`config.mk`:
```
export PLATFORM = sky130hd
export DESIGN_NAME = banked_irq_ctrl
export DESIGN_NICKNAME = d
export VERILOG_FILES = /design/src/rtl/irqc_pkg.sv /design/src/rtl/irqc_bank.sv /design/src/rtl/irqc_pick.sv /design/src/rtl/banked_irq_ctrl.sv
export SDC_FILE = /design/constraint.sdc
export NUM_CORES = 1
export LEC_CHECK = 0
export CAP_MARGIN = 20
export CORE_ASPECT_RATIO = 1.2
export CORE_MARGIN = 1
export CORE_UTILIZATION = 50
export DETAILED_ROUTE_END_ITERATION = 8
export PLACE_DENSITY = 0.75
export SYNTH_ARGS = -nofsm -noshare
export SYNTH_HDL_FRONTEND = slang
export SYNTH_SLANG_ARGS = --single-unit
```
`constraint.sdc`:
```
create_clock -name clk -period 4.95 [get_ports clk]
set_input_delay 0.7425 -clock clk [delete_from_list [all_inputs] [get_ports clk]]
set_output_delay 0.7425 -clock clk [all_outputs]
set_load 0.05 [all_outputs]
```
`src/rtl/irqc_pkg.sv`:
```
package irqc_pkg;
  localparam int unsigned BANK_W   = 32;
  localparam logic [1:0]  SEL_EVT  = 2'd0;
  localparam logic [1:0]  SEL_ENA  = 2'd1;
  localparam logic [1:0]  SEL_ACK  = 2'd2;
  localparam logic [1:0]  SEL_RAW  = 2'd3;

  function automatic logic [BANK_W-1:0] lvl_mask(input int bank, input bit wide, input bit hi_en);
    logic [BANK_W-1:0] base;
    base = wide ? 32'h3FF0_0000 : 32'h1FF0_0000;
    return (bank == 0 || hi_en) ? base : '0;
  endfunction
endpackage

```
`src/rtl/irqc_bank.sv`:
```
module irqc_bank
  import irqc_pkg::*;
#(
  parameter logic [BANK_W-1:0] LMASK = '0
) (
  input  logic              clk,
  input  logic              rst_n,
  input  logic [BANK_W-1:0] lines,
  input  logic              en_we,
  input  logic              ack_we,
  input  logic [BANK_W-1:0] wdata,
  output logic [BANK_W-1:0] event_q,
  output logic [BANK_W-1:0] enable_q,
  output logic [BANK_W-1:0] pending
);
  logic [BANK_W-1:0] prev_q;
  logic [BANK_W-1:0] set_v;
  logic [BANK_W-1:0] clr_v;

  assign set_v   = lines & ~prev_q & enable_q;
  assign clr_v   = ack_we ? wdata : '0;
  assign pending = (event_q | (lines & LMASK)) & enable_q;

  always_ff @(posedge clk) begin
    if (!rst_n) begin
      prev_q   <= '0;
      enable_q <= '0;
      event_q  <= '0;
    end else begin
      prev_q  <= lines;
      event_q <= (event_q & ~clr_v) | set_v;
      if (en_we) enable_q <= wdata;
    end
  end

  p_reset_clear_r10: assert property (@(posedge clk)
    !rst_n |=> (enable_q == '0 && event_q == '0));

  p_enable_readback_r4: assert property (@(posedge clk) disable iff (!rst_n)
    en_we |=> enable_q == $past(wdata));

  p_ack_clears_r3: assert property (@(posedge clk) disable iff (!rst_n)
    ack_we |=> (event_q & $past(wdata & ~set_v)) == '0);

  p_event_needs_edge_r5: assert property (@(posedge clk) disable iff (!rst_n)
    1'b1 |=> ((event_q & ~$past(event_q)) & ~$past(lines & ~prev_q & enable_q)) == '0);
endmodule

```
`src/rtl/irqc_pick.sv`:
```
module irqc_pick #(
  parameter int unsigned N    = 64,
  parameter int unsigned ID_W = $clog2(N)
) (
  input  logic [N-1:0]    pend,
  output logic            vld,
  output logic [ID_W-1:0] id
);
  always_comb begin
    vld = 1'b0;
    id  = '0;
    for (int i = 0; i < N; i++) begin
      if (pend[i]) begin
        vld = 1'b1;
        id  = ID_W'(i);
      end
    end
  end

  always_comb begin
    if (vld) begin
      p_pick_is_pending_r9: assert (pend[id]);
    end
  end
endmodule

```
`src/rtl/banked_irq_ctrl.sv`:
```
module banked_irq_ctrl
  import irqc_pkg::*;
#(
  parameter int unsigned NUM_BANKS   = 2,
  parameter bit          WIDE_LEVEL  = 1'b1,
  parameter bit          BANK1_LEVEL = 1'b0,
  localparam int unsigned LINES  = NUM_BANKS * BANK_W,
  localparam int unsigned ID_W   = $clog2(LINES),
  localparam int unsigned ADDR_W = $clog2((NUM_BANKS + 2) * 16)
) (
  input  logic              clk,
  input  logic              rst_n,
  input  logic [ADDR_W-1:0] reg_addr,
  input  logic              reg_wr,
  input  logic [BANK_W-1:0] reg_wdata,
  output logic [BANK_W-1:0] reg_rdata,
  input  logic [LINES-1:0]  irq_lines,
  output logic              irq_req,
  output logic [ID_W-1:0]   irq_id,
  output logic              irq_id_valid
);
  localparam int unsigned HI_W = ADDR_W - 4;

  logic [1:0]           reg_sel;
  logic [NUM_BANKS-1:0] hit;
  logic [BANK_W-1:0]    ev  [NUM_BANKS];
  logic [BANK_W-1:0]    ena [NUM_BANKS];
  logic [LINES-1:0]     pend_all;
  logic                 pick_vld;
  logic [ID_W-1:0]      pick_id;

  assign reg_sel = reg_addr[3:2];

  for (genvar b = 0; b < NUM_BANKS; b++) begin : g_bank
    localparam logic [HI_W-1:0] BSEL = HI_W'(NUM_BANKS - b);
    assign hit[b] = (reg_addr[ADDR_W-1:4] == BSEL);

    irqc_bank #(
      .LMASK (lvl_mask(b, WIDE_LEVEL, BANK1_LEVEL))
    ) u_bank (
      .clk      (clk),
      .rst_n    (rst_n),
      .lines    (irq_lines[b*BANK_W +: BANK_W]),
      .en_we    (reg_wr && hit[b] && reg_sel == SEL_ENA),
      .ack_we   (reg_wr && hit[b] && reg_sel == SEL_ACK),
      .wdata    (reg_wdata),
      .event_q  (ev[b]),
      .enable_q (ena[b]),
      .pending  (pend_all[b*BANK_W +: BANK_W])
    );
  end

  always_comb begin
    reg_rdata = '0;
    for (int b = 0; b < NUM_BANKS; b++) begin
      if (hit[b]) begin
        case (reg_sel)
          SEL_EVT: reg_rdata = ev[b];
          SEL_ENA: reg_rdata = ena[b];
          SEL_RAW: reg_rdata = irq_lines[b*BANK_W +: BANK_W];
          default: reg_rdata = '0;
        endcase
      end
    end
  end

  irqc_pick #(.N(LINES), .ID_W(ID_W)) u_pick (
    .pend (pend_all),
    .vld  (pick_vld),
    .id   (pick_id)
  );

  always_ff @(posedge clk) begin
    if (!rst_n) begin
      irq_req      <= 1'b0;
      irq_id_valid <= 1'b0;
      irq_id       <= '0;
    end else begin
      irq_req      <= |pend_all;
      irq_id_valid <= pick_vld;
      irq_id       <= pick_vld ? pick_id : '0;
    end
  end

  p_req_tracks_pending_r8: assert property (@(posedge clk) disable iff (!rst_n)
    1'b1 |=> irq_req == $past(|pend_all));

  p_id_zero_when_idle_r9: assert property (@(posedge clk) disable iff (!rst_n)
    !irq_id_valid |-> irq_id == '0);

  p_outputs_reset_r10: assert property (@(posedge clk)
    !rst_n |=> (!irq_req && !irq_id_valid));
endmodule

```
# Word level (Yosys, flattened, before mapping)
# Index checks and enable logic that the tools add are counted.
[word_totals]
register_bits = 200
inputBits = 105
[classes]
n_reduce_logical = 9
bitwise = 15
mux = 133
n_eq_ne = 5
[ops]
columns = ["cell", "count"]
rows = [
  ["bitwise AND 32 bit", 8],
  ["2-to-1 mux 6 bit", 32],
  ["one-hot mux 32 bit (3 select lines)", 2],
  ["2-to-1 mux 32 bit", 4],
  ["NOT 32 bit", 4],
  ["2-to-1 mux 5 bit", 16],
  ["2-to-1 mux 1 bit", 65],
  ["OR 32 bit", 2],
  ["OR reduction 64 bit", 1],
  ["2-to-1 mux 4 bit", 8],
  ["OR 32 x 30 -> 32 bit", 1],
  ["2-to-1 mux 3 bit", 4],
  ["equality test 2 bit, second input constant", 3],
  ["logical AND 1 bit", 6],
  ["equality test 2 x 1 -> 1 bit, second input constant", 2],
  ["2-to-1 mux 2 bit", 2],
  ["logical NOT 2 bit", 1],
  ["AND reduction 2 bit", 1],
]

# Longest topological paths before layout
[logic_depth]
depth_word = 67
mapped_depth = 7

# Cells and area by module
# From an unflattened synthesis, not the netlist that was laid out.
[hier_totals]
cells_unflattened = 1052
area_unflattened_um2 = 10303.6
[modules_own_cells]
columns = ["mod", "instances", "cells_each", "area_per_inst_um2", "seq_area_each_um2"]
rows = [
  ["irqc_bank", 2, 337, 3712.3, 1921.8],
  ["banked_irq_ctrl", 1, 235, 2052.0, 160.2],
  ["irqc_pick", 1, 143, 827.0, 0.0],
]

# Least setup slack after synthesis
# Ideal clock, no wire load.
[synth_path]
path_type = "input to output"
start = "input port reg_addr[3]"
end = "output port reg_rdata[10]"
cell_stages = 5
path_slack_ns = 1.680
t_required_ns = 4.208
arrival_ns = 2.528
path_buffers = 2
cell_sequence = "clkbuf_1 > nor2_1 > clkbuf_1 > a22oi_1 > o22ai_1"
[synth_between]
elab_chain_len = 4
elab_cells_between_ends = 7
cone_classes = "eq/ne: 2; mux: 4; reduce/logical: 1"
[synth_lines]
columns = ["element", "line_no", "text"]
rows = [
  ["from (decl)", "banked_irq_ctrl.sv:13", "input logic [ADDR_W-1:0] reg_addr,"],
  ["equality test 2 bit, or another cell as far along", "banked_irq_ctrl.sv:57", "case (reg_sel)"],
  ["one-hot mux 32 bit (3 select lines)", "banked_irq_ctrl.sv:57", ""],
  ["2-to-1 mux 32 bit", "banked_irq_ctrl.sv:56", "if (hit[b]) begin"],
  ["2-to-1 mux 32 bit *", "banked_irq_ctrl.sv:56", ""],
  ["to (decl)", "banked_irq_ctrl.sv:16", "output logic [BANK_W-1:0] reg_rdata,"],
]
# Every way passes the cells marked *; elsewhere a longest branch is shown, timed or not.

# Final worst setup path
[layout_path]
start = "input port reg_addr[5]"
end = "output port reg_rdata[14]"
[layout_between]
elab_chain_len = 3
elab_cells_between_ends = 4
cone_classes = "eq/ne: 2; mux: 2"
[layout_lines]
columns = ["element", "line_no", "text"]
rows = [
  ["equality test 2 bit", "banked_irq_ctrl.sv:36", "assign hit[b] = (reg_addr[ADDR_W-1:4] == BSEL);"],
  ["2-to-1 mux 32 bit", "banked_irq_ctrl.sv:56", ""],
  ["2-to-1 mux 32 bit *", "banked_irq_ctrl.sv:56", ""],
]
# Marks and branches as above.

==> results.json <==
{
  "ys_top_cells_by_area": "dfxtp_1 43%, nand2_1 9.9%, mux2_2 7.7%, a22oi_1 6.4%, a32oi_1 5.4%",
  "period_share_pct": 81.6,
  "vias": 9070,
  "synth-seq-cells": 200,
  "critPathArrivalTime_ps": 3300,
  "first_pass_iters": 5,
  "pwr-share-clk_pct": 39.6,
  "syn_nets": 1250,
  "grt_pass1_vias": 8528,
  "htreeDepth": 4,
  "setup_tns_ps": 0,
  "postRouteAntennaNets": 0,
  "initial_core_util_pct": 51.3,
  "nFillCells": 1604,
  "slew_headroom_pct": 29.2,
  "clockRootBuffer": "clkbuf_16",
  "max_stage_delay_ps": 840,
  "final_util_pct": 63.0,
  "worst_path_max_delay_cell": "clkdlybuf4s50_1",
  "power.density_nw_per_um2": 294,
  "wire_per_inst_um": 19.2,
  "path_max_fanout": 19,
  "drc_errors": 0,
  "synth_area_per_cell_um2": 8.18,
  "cellLeakagePower_nw": 4.07,
  "synth_area_um2": 9360,
  "drt_iter0_drc": 948,
  "ff_latch_area_um2": 4000,
  "chipWidth_um": 127,
  "hp-class": "register to register",
  "insertion_delay_ps": 440,
  "rows": 54,
  "syn_inst": 1145,
  "status": "finished, final reports clean",
  "clock_path_buffers": 2,
  "post_cts.repair.setup_buffers": 0,
  "ys_types": 50,
  "overflow": 0,
  "fp.dieArea_um2": 19300,
  "start_kind": "input port",
  "antenna_cells": 0,
  "port-buffer-count": 142,
  "holdWs_ps": 489,
  "multiInputGateArea_um2": 4910,
  "drv_cap": 0,
  "p_sw_share_pct": 25.1,
  "worst_pin_slew_ps": 1060,
  "path_class": "input port to output port",
  "grt_max_degree": 95,
  "drive_above_1_share_pct": 10.6,
  "cts_resized": 0,
  "viasPerCell": 6.10,
  "setup_viol": 0,
  "num-nets-final": 1358,
  "gp_congestion": 0.879,
  "fmax_mhz": 247,
  "core_um2": 18200,
  "routed_wirelength_um": 28600,
  "cts.clk_slew.worst_paths_ps": 70,
  "numCtsBuffers": 17,
  "clock-sinks": 200,
  "combPwrFrac_pct": 11.0,
  "synth_top_area_cell": "dfxtp_1",
  "power.internal_w": 0.00253,
  "required_ps": 4210,
  "areaGrowthSynthToFinish_pct": 22.6,
  "clock_skew_ps": 8.69,
  "synthFlopType": "dfxtp_1",
  "crit_path_end_kind": "output port",
  "rsz0062_at_grt": "no",
  "yosys_warnings": 0,
  "ys_async_sr_fraction_pct": 0,
  "dp_hpwl_um": 18700,
  "hold_violations": 0,
  "ir_drop_uv": 251,
  "cts_tree": "yes",
  "antenna_found_initial": 0,
  "synth_seq_area_share_pct": 42.8,
  "track_usage_pct": 29.9,
  "synth_commonest_cells": "247 x nand2_1, 200 x dfxtp_1, 86 x nor2_1",
  "hold_buffers": 0,
  "critical_path.cell_chain": "clkdlybuf4s50_1, nor2b_1, nand2_1, buf_4, o22ai_1, clkdlybuf4s50_1",
  "grt_pass1_wl_um": 45300,
  "die_h_um": 152,
  "period_needed_ps": 4040,
  "synth.top_cell.area_share_pct": 42.8,
  "io_pins": 145,
  "p_seq_share_pct": 49.4,
  "power.switching_w": 0.000847,
  "crit_top_cell": "clkdlybuf4s50_1",
  "slew_violations": 0,
  "synth_most_common_cell": "nand2_1",
  "synth-edff-count": 0
}
[cell families after synthesis]
family	synth area share [%]
buffers and inverters	5.13
multiplexers	7.70
AO/OA/AOI/OAI	23.5
AND/OR/NAND/NOR	20.9
flip-flops	42.8
[placed cells by master (no fill, tap or decap), types with 2 or more instances in the layout]
cell type        synthesis  final
nor2_1                  86     81
nand2b_1                 3      3
nand3b_1                 2      2
nor2_2                   0      2
nand2_2                  2      3
nor2_4                   1      4
a221oi_1                 2      2
a222oi_1                 2      2
a22oi_2                  5      5
a22o_1                   3      3
clkinvlp_4               0      5
o22ai_1                 32     32
dfxtp_1                200    200
clkinv_4                 0      2
a22oi_1                 80     80
o211ai_1                 3      3
nand3_1                 10     10
nand2_1                247    246
buf_4                    0     12
a31oi_1                  4      4
o21ai_0                 14     14
a21oi_1                 83     83
o2111ai_1                2      2
clkbuf_8                 0      2
and2_1                  68     68
inv_1                   62     62
a32o_1                   5      5
clkdlybuf4s50_1          0    139
nand3_2                  2      2
clkbuf_16                0     17
nor2b_1                  2      2
o21ai_1                  8      8
a32oi_1                 58     58
a211oi_1                 2      2
nor3_1                   2      2
nand4_1                  7      7
buf_2                    0      3
mux2_2                  64     64
o2111a_1                 2      2
[registers in the layout, indices dropped and copies added, names as in the netlist]
signal,count
irq_id,6
g_bank.u_bank.enable_q,64
irq_id_valid,1
g_bank.u_bank.prev_q,64
irq_req,1
g_bank.u_bank.event_q,64
[critical path, delay by kind of cell]
family	cells	cell delay (ps)
AND/OR/NAND/NOR	2	600
buffers and inverters	3	1730
AO/OA/AOI/OAI	1	230
[path summary, 6_finish.rpt]
path	end	start	slack (ps)	cells past startpoint
min reg2reg	g_bank[0].u_bank.enable_q[24]$_SDFFE_PN0P_	g_bank[0].u_bank.enable_q[24]$_SDFFE_PN0P_	490	2
max reg2reg	irq_id[0]$_SDFF_PN0_	g_bank[1].u_bank.enable_q[2]$_SDFFE_PN0P_	2620	7
max	reg_rdata[14]	reg_addr[5]	910	6
min	g_bank[0].u_bank.enable_q[24]$_SDFFE_PN0P_	g_bank[0].u_bank.enable_q[24]$_SDFFE_PN0P_	490	2
[per-layer routing]
layer	global-route usage, %	vias to the layer above	share of wire [%]
met5	0	-	0
met4	10.6	0	2.6
met1	39.8	4349	43
met3	4.86	54	6.6
li1	-	4254	-
met2	48.9	413	48
[per-stage QoR]
| step | setup slack (ps) | instance area, um2 | total power (W) | cells |
|---|---|---|---|---|
| after detailed placement | 940 | 10900 | 0.00207 | 1458 |
| after floorplan | 1680 | 9360 | 0.00189 | 1145 |
| final | 909 | 11500 | 0.00338 | 1488 |
| after global routing | 833 | 11500 | 0.00348 | 1488 |
| after CTS | 933 | 11500 | 0.00338 | 1488 |
| after global placement | 925 | 10900 | 0.00207 | 1458 |
[power by group through the flow]
stage | combinational [W] | sequential [W] | clock [W]
3_5_place_dp | 0.000368 | 0.00170 | 0
6_report | 0.000372 | 0.00167 | 0.00134
2_1_floorplan | 0.000186 | 0.00170 | 0
3_3_place_gp | 0.000363 | 0.00170 | 0
4_1_cts | 0.000369 | 0.00167 | 0.00135
5_1_grt | 0.000395 | 0.00167 | 0.00142
[cell type report]
class	count	area share [%]
clock inverters	10	0.861
inverters	63	2.08
flip-flops and latches	200	34.9
clock buffers	20	3.98
well taps	224	2.44
repair buffers	154	13.0
multi-input cells	817	42.7
No activity file was read; power rests on OpenSTA's default activity.
